### config.mk
export PLATFORM = sky130hd
export DESIGN_NAME = pwm_aq_top
export DESIGN_NICKNAME = d
export VERILOG_FILES = /design/src/rtl/pwm_aq_pkg.sv /design/src/rtl/pwm_prescaler.sv /design/src/rtl/pwm_shadow_reg.sv /design/src/rtl/pwm_timebase.sv /design/src/rtl/pwm_action_out.sv /design/src/rtl/pwm_aq_top.sv
export SDC_FILE = /design/constraint.sdc
export NUM_CORES = 1
export LEC_CHECK = 0
export ABC_AREA = 1
export ABC_CLOCK_PERIOD_IN_PS = 8350
export BUFFER_PORTS_ARGS = -buffer_cell sky130_fd_sc_hd__clkbuf_2
export CORE_AREA = 2 2 138 140
export DETAILED_ROUTE_END_ITERATION = 7
export DIE_AREA = 0 0 140 142
export PLACE_DENSITY = 0.69
export SYNTH_ARGS = -nofsm -noshare
export SYNTH_HDL_FRONTEND = slang
export SYNTH_SLANG_ARGS = --single-unit
export TNS_END_PERCENT = 100
### constraint.sdc
create_clock -name clk -period 8.35 [get_ports clk]
set_clock_uncertainty 0.2 [all_clocks]
set_input_delay 1.67 -clock clk [delete_from_list [all_inputs] [get_ports clk]]
set_output_delay 1.67 -clock clk [all_outputs]
set_load 0.005 [all_outputs]
### src/rtl/pwm_aq_pkg.sv
package pwm_aq_pkg;

  localparam int ACT_WORD_W = 16;

  typedef enum logic [1:0] {
    ACT_KEEP = 2'b00,
    ACT_LOW  = 2'b01,
    ACT_HIGH = 2'b10,
    ACT_FLIP = 2'b11
  } act_e;

  typedef enum logic [1:0] {
    MODE_UP   = 2'd0,
    MODE_DOWN = 2'd1,
    MODE_UPDN = 2'd2,
    MODE_HOLD = 2'd3
  } cnt_mode_e;

  typedef struct packed {
    logic prd;
    logic zero;
    logic cb_up;
    logic cb_dn;
    logic ca_up;
    logic ca_dn;
  } pwm_ev_t;

  // field slot of each event inside an action word (2 bits per slot)
  localparam int SLOT_ZERO = 0;
  localparam int SLOT_PRD  = 1;
  localparam int SLOT_CAU  = 2;
  localparam int SLOT_CAD  = 3;
  localparam int SLOT_CBU  = 4;
  localparam int SLOT_CBD  = 5;

  function automatic act_e act_field(input logic [ACT_WORD_W-1:0] word, input int slot);
    return act_e'(word[2*slot +: 2]);
  endfunction

  // later checks override earlier ones: lowest priority first
  function automatic act_e pick_action(input pwm_ev_t ev, input logic [ACT_WORD_W-1:0] word);
    act_e sel;
    sel = ACT_KEEP;
    if (ev.ca_dn && act_field(word, SLOT_CAD) != ACT_KEEP) sel = act_field(word, SLOT_CAD);
    if (ev.ca_up && act_field(word, SLOT_CAU) != ACT_KEEP) sel = act_field(word, SLOT_CAU);
    if (ev.cb_dn && act_field(word, SLOT_CBD) != ACT_KEEP) sel = act_field(word, SLOT_CBD);
    if (ev.cb_up && act_field(word, SLOT_CBU) != ACT_KEEP) sel = act_field(word, SLOT_CBU);
    if (ev.zero  && act_field(word, SLOT_ZERO) != ACT_KEEP) sel = act_field(word, SLOT_ZERO);
    if (ev.prd   && act_field(word, SLOT_PRD) != ACT_KEEP) sel = act_field(word, SLOT_PRD);
    return sel;
  endfunction

  function automatic logic apply_action(input logic cur, input act_e a);
    case (a)
      ACT_LOW:  return 1'b0;
      ACT_HIGH: return 1'b1;
      ACT_FLIP: return ~cur;
      default:  return cur;
    endcase
  endfunction

  function automatic int unsigned tick_span(input int unsigned code_a, input int unsigned code_b);
    return (code_a + 1) * (code_b + 1);
  endfunction

endpackage

### src/rtl/pwm_prescaler.sv
module pwm_prescaler
  import pwm_aq_pkg::*;
#(
  parameter int PRE_W = 3
) (
  input  logic             clk,
  input  logic             rst_n,
  input  logic             run,
  input  logic [PRE_W-1:0] pre_a,
  input  logic [PRE_W-1:0] pre_b,
  output logic             tick
);

  localparam int PC_W = 2 * PRE_W;

  logic [PC_W-1:0] pc_q;
  logic [PC_W-1:0] limit;

  assign limit = PC_W'(tick_span(32'(pre_a), 32'(pre_b)) - 1);
  assign tick  = run && (pc_q >= limit);

  always_ff @(posedge clk) begin
    if (!rst_n)           pc_q <= '0;
    else if (!run || tick) pc_q <= '0;
    else                  pc_q <= pc_q + 1'b1;
  end

  // a divided tick is never followed directly by another one
  p_tick_gap_r2: assert property (@(posedge clk) disable iff (!rst_n)
    (tick && limit != '0) |=> (!tick || limit == '0));

  // no ticks while stopped
  p_no_tick_stopped_r11: assert property (@(posedge clk) disable iff (!rst_n)
    !run |-> !tick);

endmodule

### src/rtl/pwm_shadow_reg.sv
module pwm_shadow_reg #(
  parameter int W = 16
) (
  input  logic         clk,
  input  logic         rst_n,
  input  logic         shadow_en,
  input  logic         wr,
  input  logic [W-1:0] wdata,
  input  logic         load,
  output logic [W-1:0] active
);

  logic [W-1:0] hold_q;
  logic [W-1:0] active_q;

  always_ff @(posedge clk) begin
    if (!rst_n) begin
      hold_q   <= '0;
      active_q <= '0;
    end else begin
      if (wr) hold_q <= wdata;
      if (!shadow_en && wr)     active_q <= wdata;
      else if (shadow_en && load) active_q <= hold_q;
    end
  end

  assign active = active_q;

  // with holding copies on, the active value moves only at a zero load
  p_shadow_hold_r10: assert property (@(posedge clk) disable iff (!rst_n)
    (shadow_en && !load) |=> $stable(active_q));

endmodule

### src/rtl/pwm_timebase.sv
module pwm_timebase
  import pwm_aq_pkg::*;
#(
  parameter int CNT_W = 16
) (
  input  logic             clk,
  input  logic             rst_n,
  input  logic             tick,
  input  logic [1:0]       mode,
  input  logic [CNT_W-1:0] per,
  input  logic [CNT_W-1:0] cmp_a,
  input  logic [CNT_W-1:0] cmp_b,
  output logic [CNT_W-1:0] cnt,
  output logic             dir_up,
  output logic             turn,
  output pwm_ev_t          ev
);

  cnt_mode_e       m;
  logic [CNT_W-1:0] cnt_q;
  logic             dir_q;
  logic             at_zero;
  logic             at_prd;
  logic             hit_a;
  logic             hit_b;

  assign m       = cnt_mode_e'(mode);
  assign at_zero = (cnt_q == '0);
  assign at_prd  = (cnt_q == per);
  assign turn    = (m == MODE_UPDN) && (at_zero || at_prd);
  assign hit_a   = tick && !turn && (cmp_a <= per) && (cnt_q == cmp_a);
  assign hit_b   = tick && !turn && (cmp_b <= per) && (cnt_q == cmp_b);

  always_comb begin
    ev       = '0;
    ev.zero  = tick && at_zero;
    ev.prd   = tick && at_prd;
    ev.ca_up = hit_a && dir_q;
    ev.ca_dn = hit_a && !dir_q;
    ev.cb_up = hit_b && dir_q;
    ev.cb_dn = hit_b && !dir_q;
  end

  always_ff @(posedge clk) begin
    if (!rst_n) begin
      cnt_q <= '0;
      dir_q <= 1'b1;
    end else if (tick) begin
      case (m)
        MODE_UP: begin
          dir_q <= 1'b1;
          cnt_q <= (cnt_q >= per) ? '0 : cnt_q + 1'b1;
        end
        MODE_DOWN: begin
          dir_q <= 1'b0;
          cnt_q <= (at_zero || cnt_q > per) ? per : cnt_q - 1'b1;
        end
        MODE_UPDN: begin
          if (dir_q) begin
            if (cnt_q >= per) begin
              dir_q <= 1'b0;
              cnt_q <= (per == '0) ? '0 : per - 1'b1;
            end else begin
              cnt_q <= cnt_q + 1'b1;
            end
          end else begin
            if (at_zero) begin
              dir_q <= 1'b1;
              cnt_q <= (per == '0) ? '0 : CNT_W'(1);
            end else if (cnt_q > per) begin
              cnt_q <= per;
            end else begin
              cnt_q <= cnt_q - 1'b1;
            end
          end
        end
        default: ;
      endcase
    end
  end

  assign cnt    = cnt_q;
  assign dir_up = dir_q;

  // in up mode the counter wraps to zero after reaching the period
  p_up_wrap_r3: assert property (@(posedge clk) disable iff (!rst_n)
    (tick && m == MODE_UP && cnt_q >= per) |=> cnt_q == '0);

  // the direction turns down right after the peak
  p_updn_turn_r5: assert property (@(posedge clk) disable iff (!rst_n)
    (tick && m == MODE_UPDN && dir_q && cnt_q >= per) |=> !dir_q);

  // a stopped counter keeps its value
  p_hold_cnt_r11: assert property (@(posedge clk) disable iff (!rst_n)
    (m == MODE_HOLD) |=> $stable(cnt_q));

  // no compare event from a value past the period
  p_cmp_bound_r7: assert property (@(posedge clk) disable iff (!rst_n)
    (ev.ca_up || ev.ca_dn) |-> (cmp_a <= per));

  // turning points carry no compare event
  p_turn_mute_r9: assert property (@(posedge clk) disable iff (!rst_n)
    turn |-> !(ev.ca_up || ev.ca_dn || ev.cb_up || ev.cb_dn));

endmodule

### src/rtl/pwm_action_out.sv
module pwm_action_out
  import pwm_aq_pkg::*;
(
  input  logic                  clk,
  input  logic                  rst_n,
  input  pwm_ev_t               ev,
  input  logic [ACT_WORD_W-1:0] word,
  output logic                  out
);

  act_e act_sel;
  logic out_q;

  assign act_sel = pick_action(ev, word);

  always_ff @(posedge clk) begin
    if (!rst_n) out_q <= 1'b0;
    else        out_q <= apply_action(out_q, act_sel);
  end

  assign out = out_q;

  // without an event the output holds
  p_idle_hold_r6: assert property (@(posedge clk) disable iff (!rst_n)
    (ev == '0) |=> $stable(out_q));

  // a period event asking for high always wins
  p_prd_wins_r8: assert property (@(posedge clk) disable iff (!rst_n)
    (ev.prd && word[3:2] == 2'b10) |=> out_q);

endmodule

### src/rtl/pwm_aq_top.sv
module pwm_aq_top
  import pwm_aq_pkg::*;
#(
  parameter int CNT_W = 16,
  parameter int PRE_W = 3
) (
  input  logic             clk,
  input  logic             rst_n,
  input  logic [1:0]       mode,
  input  logic [PRE_W-1:0] pre_a,
  input  logic [PRE_W-1:0] pre_b,
  input  logic             shadow_en,
  input  logic             per_wr,
  input  logic [CNT_W-1:0] per_wdata,
  input  logic             cmpa_wr,
  input  logic [CNT_W-1:0] cmpa_wdata,
  input  logic             cmpb_wr,
  input  logic [CNT_W-1:0] cmpb_wdata,
  input  logic [15:0]      act_word_a,
  input  logic [15:0]      act_word_b,
  output logic             pwm_a,
  output logic             pwm_b,
  output logic [CNT_W-1:0] cnt,
  output logic             cnt_up
);

  localparam int NUM_REG = 3;
  localparam int NUM_OUT = 2;

  logic             run;
  logic             tick;
  logic             zero_load;
  logic             turn;
  pwm_ev_t          ev;
  logic [CNT_W-1:0] cnt_w;
  logic             dir_w;

  logic             reg_wr    [NUM_REG];
  logic [CNT_W-1:0] reg_wdata [NUM_REG];
  logic [CNT_W-1:0] reg_act   [NUM_REG];
  logic [15:0]      words     [NUM_OUT];
  logic             outs      [NUM_OUT];

  assign run       = (cnt_mode_e'(mode) != MODE_HOLD);
  assign zero_load = tick && (cnt_w == '0);

  assign reg_wr[0]    = per_wr;
  assign reg_wdata[0] = per_wdata;
  assign reg_wr[1]    = cmpa_wr;
  assign reg_wdata[1] = cmpa_wdata;
  assign reg_wr[2]    = cmpb_wr;
  assign reg_wdata[2] = cmpb_wdata;
  assign words[0]     = act_word_a;
  assign words[1]     = act_word_b;

  pwm_prescaler #(.PRE_W(PRE_W)) u_pre (
    .clk   (clk),
    .rst_n (rst_n),
    .run   (run),
    .pre_a (pre_a),
    .pre_b (pre_b),
    .tick  (tick)
  );

  for (genvar r = 0; r < NUM_REG; r++) begin : g_reg
    pwm_shadow_reg #(.W(CNT_W)) u_sh (
      .clk       (clk),
      .rst_n     (rst_n),
      .shadow_en (shadow_en),
      .wr        (reg_wr[r]),
      .wdata     (reg_wdata[r]),
      .load      (zero_load),
      .active    (reg_act[r])
    );
  end

  pwm_timebase #(.CNT_W(CNT_W)) u_tb (
    .clk    (clk),
    .rst_n  (rst_n),
    .tick   (tick),
    .mode   (mode),
    .per    (reg_act[0]),
    .cmp_a  (reg_act[1]),
    .cmp_b  (reg_act[2]),
    .cnt    (cnt_w),
    .dir_up (dir_w),
    .turn   (turn),
    .ev     (ev)
  );

  for (genvar o = 0; o < NUM_OUT; o++) begin : g_out
    pwm_action_out u_act (
      .clk   (clk),
      .rst_n (rst_n),
      .ev    (ev),
      .word  (words[o]),
      .out   (outs[o])
    );
  end

  assign pwm_a  = outs[0];
  assign pwm_b  = outs[1];
  assign cnt    = cnt_w;
  assign cnt_up = dir_w;

  // rising-tagged compare events only while counting up
  p_dir_tag_r12: assert property (@(posedge clk) disable iff (!rst_n)
    (ev.ca_up || ev.cb_up) |-> cnt_up);

  // a direct write reaches the active period one edge later
  p_direct_wr_r10: assert property (@(posedge clk) disable iff (!rst_n)
    (!shadow_en && per_wr) |=> reg_act[0] == $past(per_wdata));

endmodule

==> results_dict.tcl <==
set metrics [dict create \
    end_kind "register" \
    cellInternalPower_uw 1310 \
    cp_top_family "adder cells" \
    arrival_ns 7.30 \
    setup_viol 0 \
    p_comb_frac 0.346 \
    cts_buffer_depth 2 \
    hold_buffers 0 \
    cts_sinks 121 \
    worstMarginPinSlew_ns 1.16 \
    clkPwrFrac 0.336 \
    power_density_nw_per_um2 210 \
    violations "DRC" \
    cp.required_ns 8.49 \
    io_buffers 104 \
    final.period_utilization 0.857 \
    cts_made_buffers 17 \
    max-cap-violations 0 \
    yosysWarnings 0 \
    synth_area_per_cell_um2 6.59 \
    hold_viol 0 \
    status "complete, but fails checks" \
    synth_seq_area_share 0.269 \
    tritoncts "yes" \
    die_area_um2 19900 \
    drc 7 \
    antenna_cells 0 \
    start_util 0.487 \
    pwr-share-seq 0.318 \
    path_max_fanout 32 \
    grt_overflow 0 \
    netlist_area_um2 8990 \
    antenna_found_initial 0 \
    total_power_uw 2130 \
    drt_iter0_drc 724 \
    max_freq_mhz 140 \
    ant_nets 0 \
    cts_root_buf "clkbuf_16" \
    synth.net_count 1536 \
    switching_share 0.387 \
    hold_class "reg -> reg" \
    grt_pass1_vias 8892 \
    synth.distinct_cells 39 \
    wire_per_inst_um 16.3 \
    worstHoldStart "u_pre.pc_q[0]" \
    cts-resized-gates 0 \
    io_pins 113 \
    cts_max_level 4 \
    path_class "in -> reg" \
    vias 9285 \
    worst_skew_pair.late_latency_ns 0.44 \
    drive_gt1_frac 0.120 \
    netlist_instances 1365 \
    synth_seq_cells 121 \
    path_buf_inv 6 \
    syn2layout_area_growth_pct 12.8 \
    drt_wl_total_mm 27.5 \
    drt_first_pass_iters 8 \
    slew_viol_final 0 \
    grt.total_usage 0.285 \
    cpMaxStageDelayCell "fa_1" \
    rr_startpoint "g_reg[0].u_sh.active[15]" \
    finalSetupTns_ns 0 \
    p_leak_uw 0.00472 \
    grt_max_degree 62 \
    hpwl_mm 19.5 \
    fp.dieW_um 140 \
    rsz0062_at_grt "no" \
    clk_pin_slew_ns 0.06 \
    layout.nets 1606 \
    start_kind "primary input" \
    rows 50 \
    core_area_um2 18500 \
    place_congestion 1.00 \
    grt_first_pass_wirelength_mm 44.8 \
    avgViaCountPerCell 5.52 \
    fin_crit_ns 7.16 \
    switchingPower_uw 824 \
    max_slew_margin 0.223 \
    dieHeight_um 142 \
    vdd_drop_max_uv 173 \
    post-cts-setup-buffer-count 0 \
    slowest_delay_ns 0.54 \
    crit_start "pre_b[0]" \
]
==> layer usage <==
metal	share of wire	wire, µm	track usage	vias up
met3	0.074	2040	0.0713	78
met1	0.42	11700	0.348	4179
li1	-	-	-	4710
met4	0.043	1180	0.144	0
met2	0.46	12600	0.471	318
met5	0	0	0	-
==> placed cells by master (no fill, tap or decap), types with 4 or more instances in the layout <==
cell type   count
o21ai_1        45
ha_1           72
clkinv_1        4
nor2_2          5
o211ai_1       26
inv_1          92
nor4_1          4
fa_1            5
xor2_1         47
dfxtp_1       121
inv_2           7
nor2_4          4
nor3_1          6
a31oi_1        52
buf_4          14
clkbuf_2      104
clkbuf_16      17
nor2_1        177
nand2_1       336
o21ai_0        76
clkinvlp_4      4
nand3_1        98
xnor2_1        17
a21oi_1        64
nand4_1        23
==> worst reg2reg max path: stages (launching register included) <==
cell and delay, ns:
dfxtp_1 0.43, inv_1 0.23, ha_1 0.38, nand2_1 0.07, nor2_1 0.12, and2_1 0.17, nand2_1 0.19, nand2_1 0.70
nand2_1 0.82, o211ai_1 0.42, nand3_1 0.10, nand3_1 0.13, nand2_1 0.08, a21oi_1 0.14
==> power groups by stage <==
stage / Clock, µW / Sequential [µW] / Combinational, µW
6_report: 716 / 677 / 737
2_1_floorplan: 0 / 665 / 559
4_1_cts: 724 / 676 / 726
3_5_place_dp: 0 / 689 / 722
3_3_place_gp: 0 / 688 / 711
5_1_grt: 749 / 683 / 837
==> registers in the layout, indices dropped and copies added (netlist names) <==
register and flops:
u_tb.cnt 16, u_pre.pc_q 6, g_out.u_act.out 2, g.u_sh.active 48
g.u_sh.hold_q 48, u_tb.dir_up 1
==> metrics by stage <==
step	area, µm²	setup WS, ns	hold WS [ns]	utilization	instances
5_1_grt	10100	0.664	0.290	0.550	1682
2_1_floorplan	8990	1.88	0.230	-	1365
3_3_place_gp	9570	0.839	0.244	0.519	1650
3_5_place_dp	9570	0.742	0.256	0.519	1650
6_report	10100	1.19	0.261	0.550	1682
4_1_cts	10100	1.16	0.270	0.550	1682
==> cells by family after synthesis <==
kind of cell | Yosys count | synth area share
buffers and inverters | 170 | 0.0806
and+or+nand+nor | 667 | 0.313
DFF | 121 | 0.269
adders and majority gates | 77 | 0.111
xor gates and xnor gates | 64 | 0.0623
AOI/OAI and AO/OA | 266 | 0.163
==> cells in the mapped netlist <==
cell	instances	area, µm²
a21o_1	2	15.0
a21oi_1	64	320
a31oi_1	52	325
and2_1	1	6.26
buf_1	3	11.3
buf_2	15	75.1
buf_4	4	30.0
buf_6	7	78.8
clkbuf_1	38	143
clkinv_1	4	15.0
dfxtp_1	121	2420
fa_1	5	100
ha_1	72	901
inv_1	92	345
inv_2	7	26.3
nand2_1	336	1260
nand2_2	1	6.26
nand3_1	98	490
nand3_2	1	10.0
nand3_4	1	17.5
nand3b_1	1	7.51
nand4_1	23	144
nor2_1	177	664
nor2_2	5	31.3
nor2_4	4	45.0
nor3_1	6	30.0
nor3_2	1	10.0
nor3b_1	2	15.0
nor4_1	4	25.0
nor4_4	1	21.3
o211ai_1	26	195
o21a_1	1	7.51
o21ai_0	76	380
o21ai_1	45	225
or2_0	1	6.26
or2_2	3	18.8
or3_1	1	6.26
xnor2_1	17	149
xor2_1	47	412
==> final cells by class <==
cell class                 instances  area (µm²)
fill                            1844        8310
multi-input combinational       1074        5850
sequential                       121        2420
timing repair buffer             118         626
clock buffer                      19         453
inverter                         103         387
tap                              234         293
clock inverter                    13         119
==> path summary, 6_finish.rpt <==
check	endpoint	slack [ns]	depth (start not counted)
setup / recovery	g_reg[0].u_sh.active[8]	1.19	28
hold / removal	u_pre.pc_q[0]	0.26	1
setup reg to reg	u_tb.cnt[11]	4.08	13
hold reg to reg	u_pre.pc_q[0]	0.26	1
No activity file was read; power rests on OpenSTA's default activity.
